### src/rtl/pla_pkg.sv
package pla_pkg;
  typedef enum logic [1:0] {PH_IDLE, PH_BG, PH_SIG, PH_DONE} phase_e;

  typedef struct packed {
    logic clearAll;
    logic acceptEn;
    logic bankSel;
    logic lastClr;
  } dpStrobe_t;
endpackage

### src/rtl/pla_ctrl.sv
module pla_ctrl
  import pla_pkg::*;
#(
  parameter int CNT_W = 16,
  parameter int ARM_W = 16
) (
  input  logic             clk,
  input  logic             rstN,
  input  logic             frameStart,
  input  logic             armPulse,
  input  logic [CNT_W-1:0] countTarget,
  input  logic [ARM_W-1:0] timeoutArms,
  input  logic [CNT_W-1:0] curCount,
  output dpStrobe_t        strobe,
  output phase_e           phase
);
  localparam logic [ARM_W-1:0] ARM_MAX = {ARM_W{1'b1}};

  logic [ARM_W-1:0] armCnt;
  logic             active;
  logic             endNow;
  phase_e           nextPhase;

  assign active = (phase == PH_BG) || (phase == PH_SIG);
  assign endNow = active && ((curCount >= countTarget) || (armCnt >= timeoutArms));

  always_comb begin
    case (phase)
      PH_BG:   nextPhase = PH_SIG;
      PH_SIG:  nextPhase = PH_DONE;
      default: nextPhase = phase;
    endcase
  end

  always_ff @(posedge clk or negedge rstN) begin
    if (!rstN) begin
      phase  <= PH_IDLE;
      armCnt <= '0;
    end else if (frameStart) begin
      phase  <= PH_BG;
      armCnt <= '0;
    end else if (endNow) begin
      phase  <= nextPhase;
      armCnt <= '0;
    end else if (active && armPulse && (armCnt != ARM_MAX)) begin
      armCnt <= armCnt + 1'b1;
    end
  end

  always_comb begin
    strobe.clearAll = frameStart;
    strobe.acceptEn = active && !endNow && !frameStart;
    strobe.bankSel  = (phase == PH_SIG);
    strobe.lastClr  = armPulse || endNow || frameStart;
  end
endmodule

### src/rtl/pla_datapath.sv
module pla_datapath
  import pla_pkg::*;
#(
  parameter int TS_W  = 12,
  parameter int CNT_W = 16,
  parameter int SUM_W = 24
) (
  input  logic             clk,
  input  logic             rstN,
  input  dpStrobe_t        strobe,
  input  logic             tsValid,
  input  logic [TS_W-1:0]  tsValue,
  input  logic             gatedMode,
  output logic [CNT_W-1:0] bankCount [2],
  output logic [SUM_W-1:0] bankSum   [2],
  output logic [CNT_W-1:0] curCount,
  output logic [TS_W-1:0]  gateDelay,
  output logic             ovf
);
  localparam logic [CNT_W-1:0] CNT_MAX = {CNT_W{1'b1}};
  localparam logic [SUM_W-1:0] SUM_MAX = {SUM_W{1'b1}};
  localparam int               PAD_W   = SUM_W - TS_W;

  logic [TS_W-1:0] lastTs;
  logic [TS_W-1:0] refTs;
  logic            accept;
  logic [1:0]      bankOvf;

  assign refTs  = strobe.lastClr ? '0 : lastTs;
  assign accept = strobe.acceptEn && tsValid && (tsValue >= refTs);

  always_ff @(posedge clk or negedge rstN) begin
    if (!rstN)               lastTs <= '0;
    else if (accept)         lastTs <= tsValue;
    else if (strobe.lastClr) lastTs <= '0;
  end

  for (genvar g = 0; g < 2; g++) begin : gBank
    localparam logic MY_SEL = (g == 1);
    logic [SUM_W:0] sumWide;
    logic           hit;

    assign sumWide = {1'b0, bankSum[g]} + {1'b0, {PAD_W{1'b0}}, tsValue};
    assign hit     = accept && (strobe.bankSel == MY_SEL);

    always_ff @(posedge clk or negedge rstN) begin
      if (!rstN) begin
        bankCount[g] <= '0;
        bankSum[g]   <= '0;
        bankOvf[g]   <= 1'b0;
      end else if (strobe.clearAll) begin
        bankCount[g] <= '0;
        bankSum[g]   <= '0;
        bankOvf[g]   <= 1'b0;
      end else if (hit) begin
        if (bankCount[g] == CNT_MAX) bankOvf[g] <= 1'b1;
        else                         bankCount[g] <= bankCount[g] + 1'b1;
        if (sumWide[SUM_W]) begin
          bankSum[g] <= SUM_MAX;
          bankOvf[g] <= 1'b1;
        end else begin
          bankSum[g] <= sumWide[SUM_W-1:0];
        end
      end
    end
  end

  assign curCount  = strobe.bankSel ? bankCount[1] : bankCount[0];
  assign gateDelay = gatedMode ? lastTs : '0;
  assign ovf       = |bankOvf;
endmodule

### src/rtl/pixelLinAccum.sv
module pixelLinAccum
  import pla_pkg::*;
#(
  parameter int TS_W  = 12,
  parameter int CNT_W = 16,
  parameter int SUM_W = 24,
  parameter int ARM_W = 16
) (
  input  logic             clk,
  input  logic             rstN,
  input  logic             frameStart,
  input  logic             armPulse,
  input  logic             tsValid,
  input  logic [TS_W-1:0]  tsValue,
  input  logic             gatedMode,
  input  logic [CNT_W-1:0] countTarget,
  input  logic [ARM_W-1:0] timeoutArms,
  output logic             laserEn,
  output logic [TS_W-1:0]  gateDelay,
  output logic [CNT_W-1:0] bgCount,
  output logic [SUM_W-1:0] bgSum,
  output logic [CNT_W-1:0] sigCount,
  output logic [SUM_W-1:0] sigSum,
  output logic             ovf,
  output logic             done
);
  dpStrobe_t        strobe;
  phase_e           phase;
  logic [CNT_W-1:0] curCount;
  logic [CNT_W-1:0] bankCount [2];
  logic [SUM_W-1:0] bankSum   [2];

  pla_ctrl #(.CNT_W(CNT_W), .ARM_W(ARM_W)) u_ctrl (
    .clk(clk), .rstN(rstN), .frameStart(frameStart), .armPulse(armPulse),
    .countTarget(countTarget), .timeoutArms(timeoutArms), .curCount(curCount),
    .strobe(strobe), .phase(phase)
  );

  pla_datapath #(.TS_W(TS_W), .CNT_W(CNT_W), .SUM_W(SUM_W)) u_dp (
    .clk(clk), .rstN(rstN), .strobe(strobe), .tsValid(tsValid), .tsValue(tsValue),
    .gatedMode(gatedMode), .bankCount(bankCount), .bankSum(bankSum),
    .curCount(curCount), .gateDelay(gateDelay), .ovf(ovf)
  );

  assign laserEn  = (phase == PH_SIG);
  assign done     = (phase == PH_DONE);
  assign bgCount  = bankCount[0];
  assign bgSum    = bankSum[0];
  assign sigCount = bankCount[1];
  assign sigSum   = bankSum[1];
endmodule

### config.mk
export PLATFORM = sky130hd
export DESIGN_NAME = pixelLinAccum
export DESIGN_NICKNAME = d
export VERILOG_FILES = /design/src/rtl/pla_pkg.sv /design/src/rtl/pla_ctrl.sv /design/src/rtl/pla_datapath.sv /design/src/rtl/pixelLinAccum.sv
export SDC_FILE = /design/constraint.sdc
export NUM_CORES = 1
export LEC_CHECK = 0
export ABC_AREA = 1
export BUFFER_PORTS_ARGS = -buffer_cell sky130_fd_sc_hd__buf_2
export CAP_MARGIN = 5
export CORE_MARGIN = 2
export CORE_UTILIZATION = 63
export DETAILED_ROUTE_END_ITERATION = 6
export GPL_ROUTABILITY_DRIVEN = 0
export PLACE_DENSITY = 0.88
export SETUP_SLACK_MARGIN = 0.5
export SLEW_MARGIN = 20
export SYNTH_ARGS = -nofsm -noshare
export SYNTH_HDL_FRONTEND = slang
export SYNTH_SLANG_ARGS = --single-unit
### constraint.sdc
create_clock -name clk -period 10.7 [get_ports clk]
set_input_delay 1.07 -clock clk [delete_from_list [all_inputs] [get_ports clk]]
set_output_delay 1.07 -clock clk [all_outputs]
set_load 0.01 [all_outputs]
==> impl_results.md <==
- Cell area after layout: 10200 µm²
- Mean Syn Cell Area: 6.633 µm²
- FF-to-FF setup slack: 3.79 ns
- H-tree Lvls: 3
- FF-to-FF Start: u_ctrl.phase[0]$_DFFE_PN0P_
- Core area: 13930 µm²
- Slowest stage delay, CP: 0.94 ns
- Clock skew: 0.009709 ns
- CTS clk-pin slew, worst paths: 0.07 ns
- Port bufs: 144
- Clock Root Buffer: clkbuf_16
- Placed Area: 9874 µm²
- Dpl hpwl: 18.48 mm
- Die height: 123.8 µm
- Post-synth top area share: 30.98%
- Initial antenna violation count: 0
- CTS Buf Count: 9
- Unique masters post-synth: 40
- Antenna-violating nets left: 0
- Fin cells: 1675
- Arrival @ worst endpoint: 7.20 ns
- Worst Hold Depth: 2
- Num rows: 43
- Reg2Reg Depth: 24
- CP max stage cell: nand2_1
- Static Leakage: 5.872 nW
- Nature of the critical path startpoint: flop
- Vias in the first global route: 8498
- Postcts setup bufs: 0
- Final min period: 6.906 ns
- Chip width: 123.8 µm
- I/O pins: 145
- First-pass GRT wire length: 40.01 mm
- Cell mode on critical path: nand2_1
- Worst Hold Class: reg2reg
- Initial drt markers: 991
- Placed instance count: 1660
- Crit-path cells: inv_1 > ha_1 > clkinv_1 > o21ai_0 > ha_1 > a21oi_1 > nand2_1 > nand2_1 > nand2_1 > nor2_1 > nand3_1 > nand2_1 > nand2_1 > nor2_1 > nand2_1 > ha_1 > a21oi_1 > o21ai_0 > nand2_1 > nand4_1 > nand3_1 > nand2_1 > nand3_1 > nand2_1
- Worst Tran Pin Value: 0.9768 ns
- Area growth, synth to finish: 12.70%
- Post-Syn Instances: 1364
- GRT Total Usage: 33.14%
- Post-cts sizing count: 0
- RSZ-0062 raised after global routing: false
- Max-cap violations: 0
- Post-Syn Area: 9047 µm²
- CTS Buffer Depth: 2
- Critical Path Fanout Max: 29
- Max-slew headroom: 34.72%
- Buf/Inv on CP: 2
- Hold Path End: u_dp.bankOvf[1]$_DFFE_PN0P_
- Maximum vdd drop: 76.06 µV
- Full die area: 15340 µm²
- Latest clock arrival within the worst-skew pair: 0.37 ns
- CP Depth: 24
- Synth Register Bits: 112
- Hold Violations, Final: 0
- Final WL: 24.65 mm
- Worst path required time: 11.00 ns
- Antenna Cells: 0
- Final net count: 1617
- Worst reg2reg endpoint: u_dp.bankCount[15]$_DFFE_PN0P_
- Routed vias: 9534
- Fraction of registers with async set or reset after synthesis: 100.0%
- Cell Pwr Density: 106.9 nW/µm²
- Sequential cell area fraction in the yosys report: 30.98%
- Top post-synthesis cells by area: dfrtp_1 31%, nand2_1 17%, ha_1 10%
- Final WS setup: 3.794 ns
- YS warnings: 0
- Period Utilization, post-route: 64.54%
- # clock sinks: 112
- Final TNS setup: 0 ns
- CTS tree: done
- Place WS: 3.907 ns
- Hold slack final: 0.4821 ns
- EDFF count, synth: 0
- Hold Buf Count CTS: 0
- Grt ovf: 0
- Hold_sp: u_dp.bankOvf[1]$_DFFE_PN0P_
- Largest net degree at the start of global routing: 68
- Layout cells sized above 1: 12.24%
- Total Power: 1.090 mW
- # setup viols final: 0
- Crit path kind: reg2reg
- DRC errors left: 0
- Area leader, netlist: dfrtp_1
- Max-slew violation count: 0
- Via density: 5.692
- Syn nets: 1490
- CP endpoint kind: flop
- CP top delay family: simple AND/OR/NAND/NOR gates
- Layout Utilization: 73.17%
- Wirelength per Cell: 14.71 µm
- First-pass iteration count of the detailed router: 6
- Starting Density: 64.93%
- Max Freq: 144.8 MHz
- Run status: complete, no violations
- Fill cells: 1156
- Primary FF master, synth: dfrtp_1
[layer usage]
layer | vias up | GRT usage (%) | part of all wire [%]
li1 | 4678 | - | -
met3 | 73 | 4.029 | 8.1
met4 | 0 | 14.42 | 3.5
met5 | - | 0 | 0
met1 | 4338 | 44.50 | 43
met2 | 445 | 54.09 | 46
[synth_stat cells (4+ instances only)]
cell and instances:
nand2_1 418, inv_1 178, nand3_1 134, dfrtp_1 112, nor2_1 105, o21ai_0 102
ha_1 74, a21oi_1 67, nor3_1 25, xor2_1 20, clkbuf_1 15, nand4_1 14
o21ai_1 13, buf_2 10, xnor2_1 10, a21o_1 8, nor4_1 6, inv_2 5
or2_2 5, buf_1 4, o21a_1 4
[flip-flops by register name, indices dropped and copies added, names as in the netlist]
signal	count
u_dp.lastTs	12
u_dp.bankOvf	2
u_dp.bankSum	48
u_dp.bankCount	32
u_ctrl.armCnt	16
u_ctrl.phase	2
[report_power, final]
group          internal (mW)  switching [mW]
clock                  0.217           0.157
combinational         0.0820           0.162
sequential             0.445          0.0270
[final cells by class]
type                            instances  area (µm²)  share of cell area [%]
Multi-Input combinational cell       1035        5403                   52.99
Sequential cell                       112        2803                   27.49
Timing Repair Buffer                  147       745.7                   7.314
Inverter                              186       698.2                   6.847
Clock buffer                           12       256.5                   2.516
Tap cell                              180       225.2                   2.209
Clock inverter                          3       65.06                  0.6381
[worst max path at each step]
stage                                     start                              to  slack, ns
finish              u_ctrl.phase[0]$_DFFE_PN0P_  u_dp.bankCount[15]$_DFFE_PN0P_       3.79
CTS                 u_ctrl.phase[0]$_DFFE_PN0P_  u_dp.bankCount[15]$_DFFE_PN0P_       3.87
global placement    u_ctrl.phase[0]$_DFFE_PN0P_    u_dp.bankSum[21]$_DFFE_PN0P_       4.25
global route        u_ctrl.phase[0]$_DFFE_PN0P_  u_dp.bankCount[12]$_DFFE_PN0P_       3.00
detailed placement  u_ctrl.phase[0]$_DFFE_PN0P_   u_dp.bankCount[2]$_DFFE_PN0P_       3.91
floorplan           u_ctrl.phase[0]$_DFFE_PN0P_  u_dp.bankCount[14]$_DFFE_PN0P_       6.49
[cells in the final DEF, fill, tap and decap left out, types with 4 or more instances in the layout]
cell type,n
nand2_1,418
inv_1,178
buf_2,143
nand3_1,134
dfrtp_1,112
nor2_1,105
o21ai_0,102
ha_1,74
a21oi_1,67
nor3_1,25
xor2_1,20
nand4_1,14
o21ai_1,13
xnor2_1,10
clkbuf_16,9
a21o_1,8
nor4_1,6
or2_2,5
inv_2,5
o21a_1,4
buf_4,4
[cell families (layout without fill, tap and decap cells)]
| group | after synthesis | in the layout | synth area share [%] |
|---|---|---|---|
| and+or+nand+nor | 725 | 725 | 34.27 |
| buffers and inverters | 217 | 348 | 9.307 |
| AOI/OAI and AO/OA | 204 | 204 | 11.87 |
| DFF | 112 | 112 | 30.98 |
| adders and majority gates | 76 | 76 | 10.68 |
| xor gates and xnor gates | 30 | 30 | 2.904 |
[tightest hold or removal path, cell delays in order (launching register included)]
cell	delay, ns
dfrtp_1	0.35
nand2_1	0.06
nand2_1	0.04
No activity file was read; power rests on OpenSTA's default activity.
